## src/rtl/rsthold_pkg.sv

```systemverilog
package rsthold_pkg;
  localparam int REG_W    = 32;
  localparam int CLR_BIT  = 31;
  localparam int STAT_BIT = 31;
endpackage

```

## src/rtl/rsthold_sync.sv

```systemverilog
module rsthold_sync #(
  parameter int STAGES = 2
) (
  input  logic clk,
  input  logic rst_n,
  input  logic d_async,
  output logic q_sync
);
  logic [STAGES-1:0] chain;

  generate
    for (genvar s = 0; s < STAGES; s++) begin : g_stage
      if (s == 0) begin : g_first
        always_ff @(posedge clk) begin
          if (!rst_n) chain[s] <= 1'b1;
          else        chain[s] <= d_async;
        end
      end else begin : g_next
        always_ff @(posedge clk) begin
          if (!rst_n) chain[s] <= 1'b1;
          else        chain[s] <= chain[s-1];
        end
      end
    end
  endgenerate

  assign q_sync = chain[STAGES-1];
endmodule

```

## src/rtl/rsthold_count.sv

```systemverilog
module rsthold_count #(
  parameter int CNT_W = 29
) (
  input  logic             clk,
  input  logic             rst_n,
  input  logic             pressed,
  input  logic             clr,
  output logic [CNT_W-1:0] cnt,
  output logic             at_ceiling
);
  localparam logic [CNT_W-1:0] CEIL = {CNT_W{1'b1}};

  function automatic logic [CNT_W-1:0] step(input logic [CNT_W-1:0] v,
                                            input logic run);
    if (run && v != CEIL) return v + 1'b1;
    return v;
  endfunction

  always_ff @(posedge clk) begin
    if (!rst_n)   cnt <= '0;
    else if (clr) cnt <= '0;
    else          cnt <= step(cnt, pressed);
  end

  assign at_ceiling = (cnt == CEIL);
endmodule

```

## src/rtl/rsthold_cmp.sv

```systemverilog
module rsthold_cmp #(
  parameter int CNT_W         = 29,
  parameter int SEC_W         = 8,
  parameter int TICKS_PER_SEC = 25_000_000
) (
  input  logic             clk,
  input  logic             rst_n,
  input  logic [CNT_W-1:0] cnt,
  input  logic [SEC_W-1:0] thresh_sec,
  input  logic             clr,
  output logic             hit,
  output logic             flag
);
  localparam int LIM_W = SEC_W + 32;

  function automatic logic [LIM_W-1:0] limit_of(input logic [SEC_W-1:0] sec);
    logic [LIM_W-1:0] t;
    t = LIM_W'(TICKS_PER_SEC);
    return LIM_W'(sec) * t;
  endfunction

  assign hit = (cnt != '0) && (LIM_W'(cnt) >= limit_of(thresh_sec));

  always_ff @(posedge clk) begin
    if (!rst_n)   flag <= 1'b0;
    else if (clr) flag <= 1'b0;
    else if (hit) flag <= 1'b1;
  end
endmodule

```

## src/rtl/rsthold_meter.sv

```systemverilog
module rsthold_meter #(
  parameter int CNT_W         = 29,
  parameter int SEC_W         = 8,
  parameter int TICKS_PER_SEC = 25_000_000
) (
  input  logic             clk,
  input  logic             rst_n,
  input  logic             btn_n,
  input  logic             reg_wr,
  input  logic [31:0]      reg_wdata,
  output logic [31:0]      reg_rdata,
  input  logic [SEC_W-1:0] thresh_sec,
  output logic             long_press
);
  import rsthold_pkg::*;

  localparam int PAD_W = REG_W - 1 - CNT_W;

  logic             btn_sync;
  logic             pressed_s;
  logic             clr_hit;
  logic [CNT_W-1:0] cnt_q;
  logic             ceil_s;
  logic             hit_s;

  rsthold_sync #(.STAGES(2)) u_sync (
    .clk(clk), .rst_n(rst_n), .d_async(btn_n), .q_sync(btn_sync)
  );

  assign pressed_s = ~btn_sync;
  assign clr_hit   = reg_wr & reg_wdata[CLR_BIT];

  rsthold_count #(.CNT_W(CNT_W)) u_count (
    .clk(clk), .rst_n(rst_n), .pressed(pressed_s), .clr(clr_hit),
    .cnt(cnt_q), .at_ceiling(ceil_s)
  );

  rsthold_cmp #(.CNT_W(CNT_W), .SEC_W(SEC_W), .TICKS_PER_SEC(TICKS_PER_SEC)) u_cmp (
    .clk(clk), .rst_n(rst_n), .cnt(cnt_q), .thresh_sec(thresh_sec),
    .clr(clr_hit), .hit(hit_s), .flag(long_press)
  );

  assign reg_rdata = {pressed_s, {PAD_W{1'b0}}, cnt_q};
endmodule

```

## config.mk

```make
export PLATFORM = sky130hd
export DESIGN_NAME = rsthold_meter
export DESIGN_NICKNAME = d
export VERILOG_FILES = /design/src/rtl/rsthold_pkg.sv /design/src/rtl/rsthold_sync.sv /design/src/rtl/rsthold_count.sv /design/src/rtl/rsthold_cmp.sv /design/src/rtl/rsthold_meter.sv
export SDC_FILE = /design/constraint.sdc
export NUM_CORES = 1
export LEC_CHECK = 0
export BUFFER_PORTS_ARGS = -buffer_cell sky130_fd_sc_hd__buf_2
export CORE_UTILIZATION = 44
export DETAILED_ROUTE_END_ITERATION = 7
export PLACE_DENSITY = 0.76
export SLEW_MARGIN = 20
export SYNTH_ARGS = -nofsm -noshare
export SYNTH_HDL_FRONTEND = slang
export SYNTH_SLANG_ARGS = --single-unit
```

## constraint.sdc

```tcl
create_clock -name clk -period 7 [get_ports clk]
set_input_delay 0.35 -clock clk [delete_from_list [all_inputs] [get_ports clk]]
set_output_delay 0.35 -clock clk [all_outputs]
set_load 0.03 [all_outputs]
```

* Yosys cells after proc, flatten, opt, wreduce, memory -nomap -nowiden
Index checks and enable logic that the tools add are counted.
** Storage, ports and cells
- Memories kept :: 0
- Latch bits :: 0
- Input bits :: 44
- Flip-flop bits (word level) :: 32
- ROM bits :: 0
- RAM bits :: 0
- Output and inout bits :: 33
- Logic and storage cells :: 19
** Operators by class
- Bitwise operators :: 3
- Div/mod/pow operators :: 0
- $add $sub $neg :: 1
- Order comparisons :: 1
- Shift operators :: 0
- Reductions and logical operators :: 4
- Mux-type cells :: 4
- Eq/ne operators :: 1
- Multiply operators :: 1
** Operator list (count)
- greater-or-equal comparator 29 x 33 -> 1 bit :: 1
- adder 29 x 1 -> 29 bit, second input constant :: 1
- two-way mux 29 bit :: 1
- inequality test 29 bit, second input constant :: 1
- nonzero test 29 bit :: 1
- multiplier 8 x 19 -> 27 bit, second input constant :: 1
- two-way mux 1 bit :: 3
- logical AND 1 bit :: 2
- inverter 1 bit :: 2
- OR reduction 2 bit :: 1
- bitwise AND 1 bit :: 1

* Longest topological paths before layout
- Depth after elaboration :: 5
- Mapped depth :: 24
- Mapped depth without buffers :: 24

* Cells and area by module
Synthesis repeated with hierarchy kept, for this count alone.
** Unflattened totals
- Cell total of the unflattened synthesis :: 548
- Area, all modules :: 4689.5 um^2
** Modules (own cells, without submodules)
- rsthold_cmp :: cells each 354, times used 1, sequential area each 20.0 um^2, area an instance 3016.6 um^2
- rsthold_count :: cells each 184, times used 1, sequential area each 580.6 um^2, area an instance 1584.0 um^2
- rsthold_sync :: cells each 4, times used 1, sequential area each 40.0 um^2, area an instance 52.6 um^2
- rsthold_meter :: cells each 6, times used 1, sequential area each 0.0 um^2, area an instance 36.3 um^2

* Worst setup path before layout
No wires, ideal clock.
- Path kind :: in2reg
- From :: input port thresh_sec[5]
- To :: register u_cmp.flag
- Setup slack :: 1.386 ns
- Buffers on the path :: 0
- Data required time :: 6.883 ns
- Stages on the path :: 23
- Setup time :: 0.117 ns
- Arrival :: 5.497 ns
- Cell sequence :: fa_1 inv_1 fa_1 inv_1 fa_1 inv_1 fa_1 inv_1 ha_1 o21ai_0 nor2b_1 a211oi_1 or3_4 a21o_1 a21oi_2 xor2_1 ha_1 a21o_1 a221oi_1 o21ai_0 a21oi_1 a211oi_1 a32o_1
** Between the ends
- Cells in the longest elaborated chain, start to end :: 3
** RTL lines
- start, declared :: RTL line rsthold_meter.sv:12 : input logic [SEC_W-1:0] thresh_sec,
- multiplier 8 x 19 -> 27 bit :: RTL line rsthold_cmp.sv:19 : return LIM_W'(sec) * t;
- greater-or-equal comparator 29 x 33 -> 1 bit :: RTL line rsthold_cmp.sv:22 : assign hit = (cnt != '0) && (LIM_W'(cnt) >= limit_of(thresh_sec));
- logical AND 1 bit :: RTL line rsthold_cmp.sv:22
- end signal, assigned :: RTL line rsthold_cmp.sv:25 : if (!rst_n) flag <= 1'b0;
- end signal, assigned :: RTL line rsthold_cmp.sv:26 : else if (clr) flag <= 1'b0;
- end signal, assigned :: RTL line rsthold_cmp.sv:27 : else if (hit) flag <= 1'b1;
- end, declared :: RTL line rsthold_cmp.sv:12 : output logic flag
No other way between the ends.
A chain may end at the register's enable or synchronous reset.

* Final worst setup path
Ends and elaborated chain as after synthesis.

==> impl_metrics.ini <==
[timing]
fmax_mhz = 170
setup_tns_ns = 0
worst_pin_slew_ns = 1.00
fin_skew_ns = 0.0118
hold_violations = 0
setup_slack_ns = 1.10
min_period_ns = 5.90
slew_headroom_pct = 33.2
rsz0062_at_grt = no
period_share_pct = 84.3
setup_violations = 0
maxSlewViolCount = 0

[layout]
layout_commonest_cell = inv_1
final_nets = 730
area_growth_pct = 9.91
fin_area_mm2 = 0.00497
drive_above_1_share_pct = 11.0
mostFrequentLayoutCells = 100 x inv_1, 74 x ha_1, 43 x buf_2
diodes = 0
fin_util_pct = 50.4
instances_no_fill = 705

[floorplan]
pin_count = 77
die_w_um = 103
fp.dieArea_mm2 = 0.0107
row_count = 36
die_y_um = 103
initial_core_util_pct = 45.8
core-area_mm2 = 0.00986

[grt]
antenna_found_initial = 0
overflow = 0
grt_util_all_layers_pct = 20.3
grt_pass1_vias = 3625
grt_max_degree = 30
grt_pass1_wl_um = 16800

[clock_network]
clk-insertion-delay-late_ns = 0.30
cts_max_level = 2
cts_tree = built
cts_inserted_buffers = 5
cts-resized-gates = 0
cts-root-buf = clkbuf_8
path_clk_slew_ns = 0.07
cts.sinks = 32
ctsHoldBuffers = 0
post_cts_buffers = 0
max-clock-path-buffers = 2

[critical_path]
crit_slowest_cell = fa_1
critical_path_cell_count = 24
worstPathArrival_ns = 6.09
crit_chain = buf_2 -> fa_1 -> inv_1 -> fa_1 -> inv_1 -> fa_1 -> inv_1 -> fa_1 -> inv_1 -> ha_1 -> o21ai_0 -> nor2b_1 -> a211oi_1 -> or3_4 -> a21o_1 -> a21oi_2 -> xor2_1 -> ha_1 -> a21o_1 -> a221oi_1 -> o21ai_0 -> a21oi_1 -> a211oi_1 -> a32o_1
rr_worst_depth = 7
cp_max_fo = 5
critPathLaunchType = primary input
worstSetupEndpointType = flip-flop
path_class = primary input to flip-flop
setup.worst_path.start = thresh_sec[5]
timing.critical_path.buf_inv = 5
critPathRequiredTime_ns = 7.19
crit_family = adder cells
cpPeakStageDelay_ns = 0.64
r2r_start = u_count.cnt[11]$_SDFFE_PP0P_

[placement]
place_inst = 697
io_buffers = 43
dpl.hpwl_um = 8700
gp_congestion = 0.883
dp_worst_setup_slack_ns = 0.846
placed_cell_area_mm2 = 0.00486

[run_status]
status = completed

[synth]
ys_seq_elements = 32
avgSynthCellArea_um2 = 8.54
yosysWarnings = 0
syn_area_mm2 = 0.00452
synth_edf_count = 0
synth_top_area_share_pct = 20.5
synthFlopType = dfxtp_1
yosysUniqueCellTypes = 51
yosys-top-cells-area = ha_1 20%, fa_1 18%, dfxtp_1 14%
seq_area_frac_synth_pct = 14.2
synthArstFlopShare_pct = 0
syn_inst = 529
synth_top_area_cell = ha_1

[pwr]
power.leakage_nw = 2.50
peakVddDrop_v = 0.000147
pwr_density_cell_mw_per_mm2 = 338

[routing]
vias_per_cell = 5.38
drt-pass1-iter-count = 4
via_count = 3793
routed_wl_um = 10300
routedWlPerCell_um = 14.6
drc_errors = 0
first_iter_violations = 194
ant_nets = 0

[min_path]
hold_depth = 2
min-delay-start = btn_n
hp-class = primary input to flip-flop

[flow_run]
cap_viol_max_count = 0
## final timing paths
kind                                  endpoint  slack, ns
setup / recovery       u_cmp.flag$_SDFFE_PP0P_       1.10
hold / removal      u_sync.chain[0]$_SDFF_PN1_       0.24
setup reg to reg  u_count.cnt[26]$_SDFFE_PP0P_       4.67
hold reg to reg       u_sync.q_sync$_SDFF_PN1_       0.41
## logic make-up after synthesis
group / synth area share [%]
xor+xnor: 7.36
compound gates: 11.6
fa+ha+maj: 38.6
buf+inv: 9.30
flops: 14.2
other cells: 0.0830
simple gates: 18.9
## power breakdown
group	switching [W]	internal (W)
Sequential	0.000000906	0.000183
Clock	0.0000744	0.000106
Combinational	0.000769	0.000544
## area by class of cell
type	count	area, um^2
inverter	100	375
clock buffer	6	72.6
fill	906	4900
sequential	32	641
tap	133	166
multi-input combinational	389	3460
clock inverter	2	35.0
timing repair buffer	43	215
## sequential cells by signal, summed over array words and instances, names as in the netlist
| signal | count |
|---|---|
| u_count.cnt | 29 |
| u_cmp.flag | 1 |
| u_sync.chain | 1 |
| u_sync.q_sync | 1 |
## synthesized netlist by cell type (2+ instances only)
cell type,count
o21bai_1,3
nand2b_1,5
o2111ai_1,2
or3_1,4
xor2_1,23
o21ai_0,12
ha_1,74
nand4_1,12
nor3_1,7
nor4_1,8
nand2_1,27
buf_4,3
a31oi_1,5
dfxtp_1,32
or2_2,2
nor3b_1,2
inv_1,100
a21oi_1,32
a21o_1,10
clkbuf_1,6
nor2_1,41
fa_1,41
nor2b_1,2
o221ai_1,2
xnor2_1,15
o31ai_1,2
and2_1,2
nor4b_4,2
nand3_1,23
and3_1,5
a211oi_1,4
and4_1,2
## per-stage QoR
stage	hold slack (ns)	total power, W
after global routing	0.235	0.00187
after global placement	0.395	0.00143
final	0.240	0.00168
after detailed placement	0.396	0.00149
after CTS	0.235	0.00167
after floorplan	0.386	0.00122
## routing by layer
| metal | GRT usage [%] | part of all wire (%) | up-vias |
|---|---|---|---|
| li1 | - | - | 1868 |
| met1 | 26.6 | 45 | 1810 |
| met2 | 33.9 | 49 | 95 |
| met3 | 2.82 | 4.2 | 20 |
| met4 | 7.80 | 2.2 | 0 |
| met5 | 0 | 0 | - |
No activity file was read; power rests on OpenSTA's default activity.
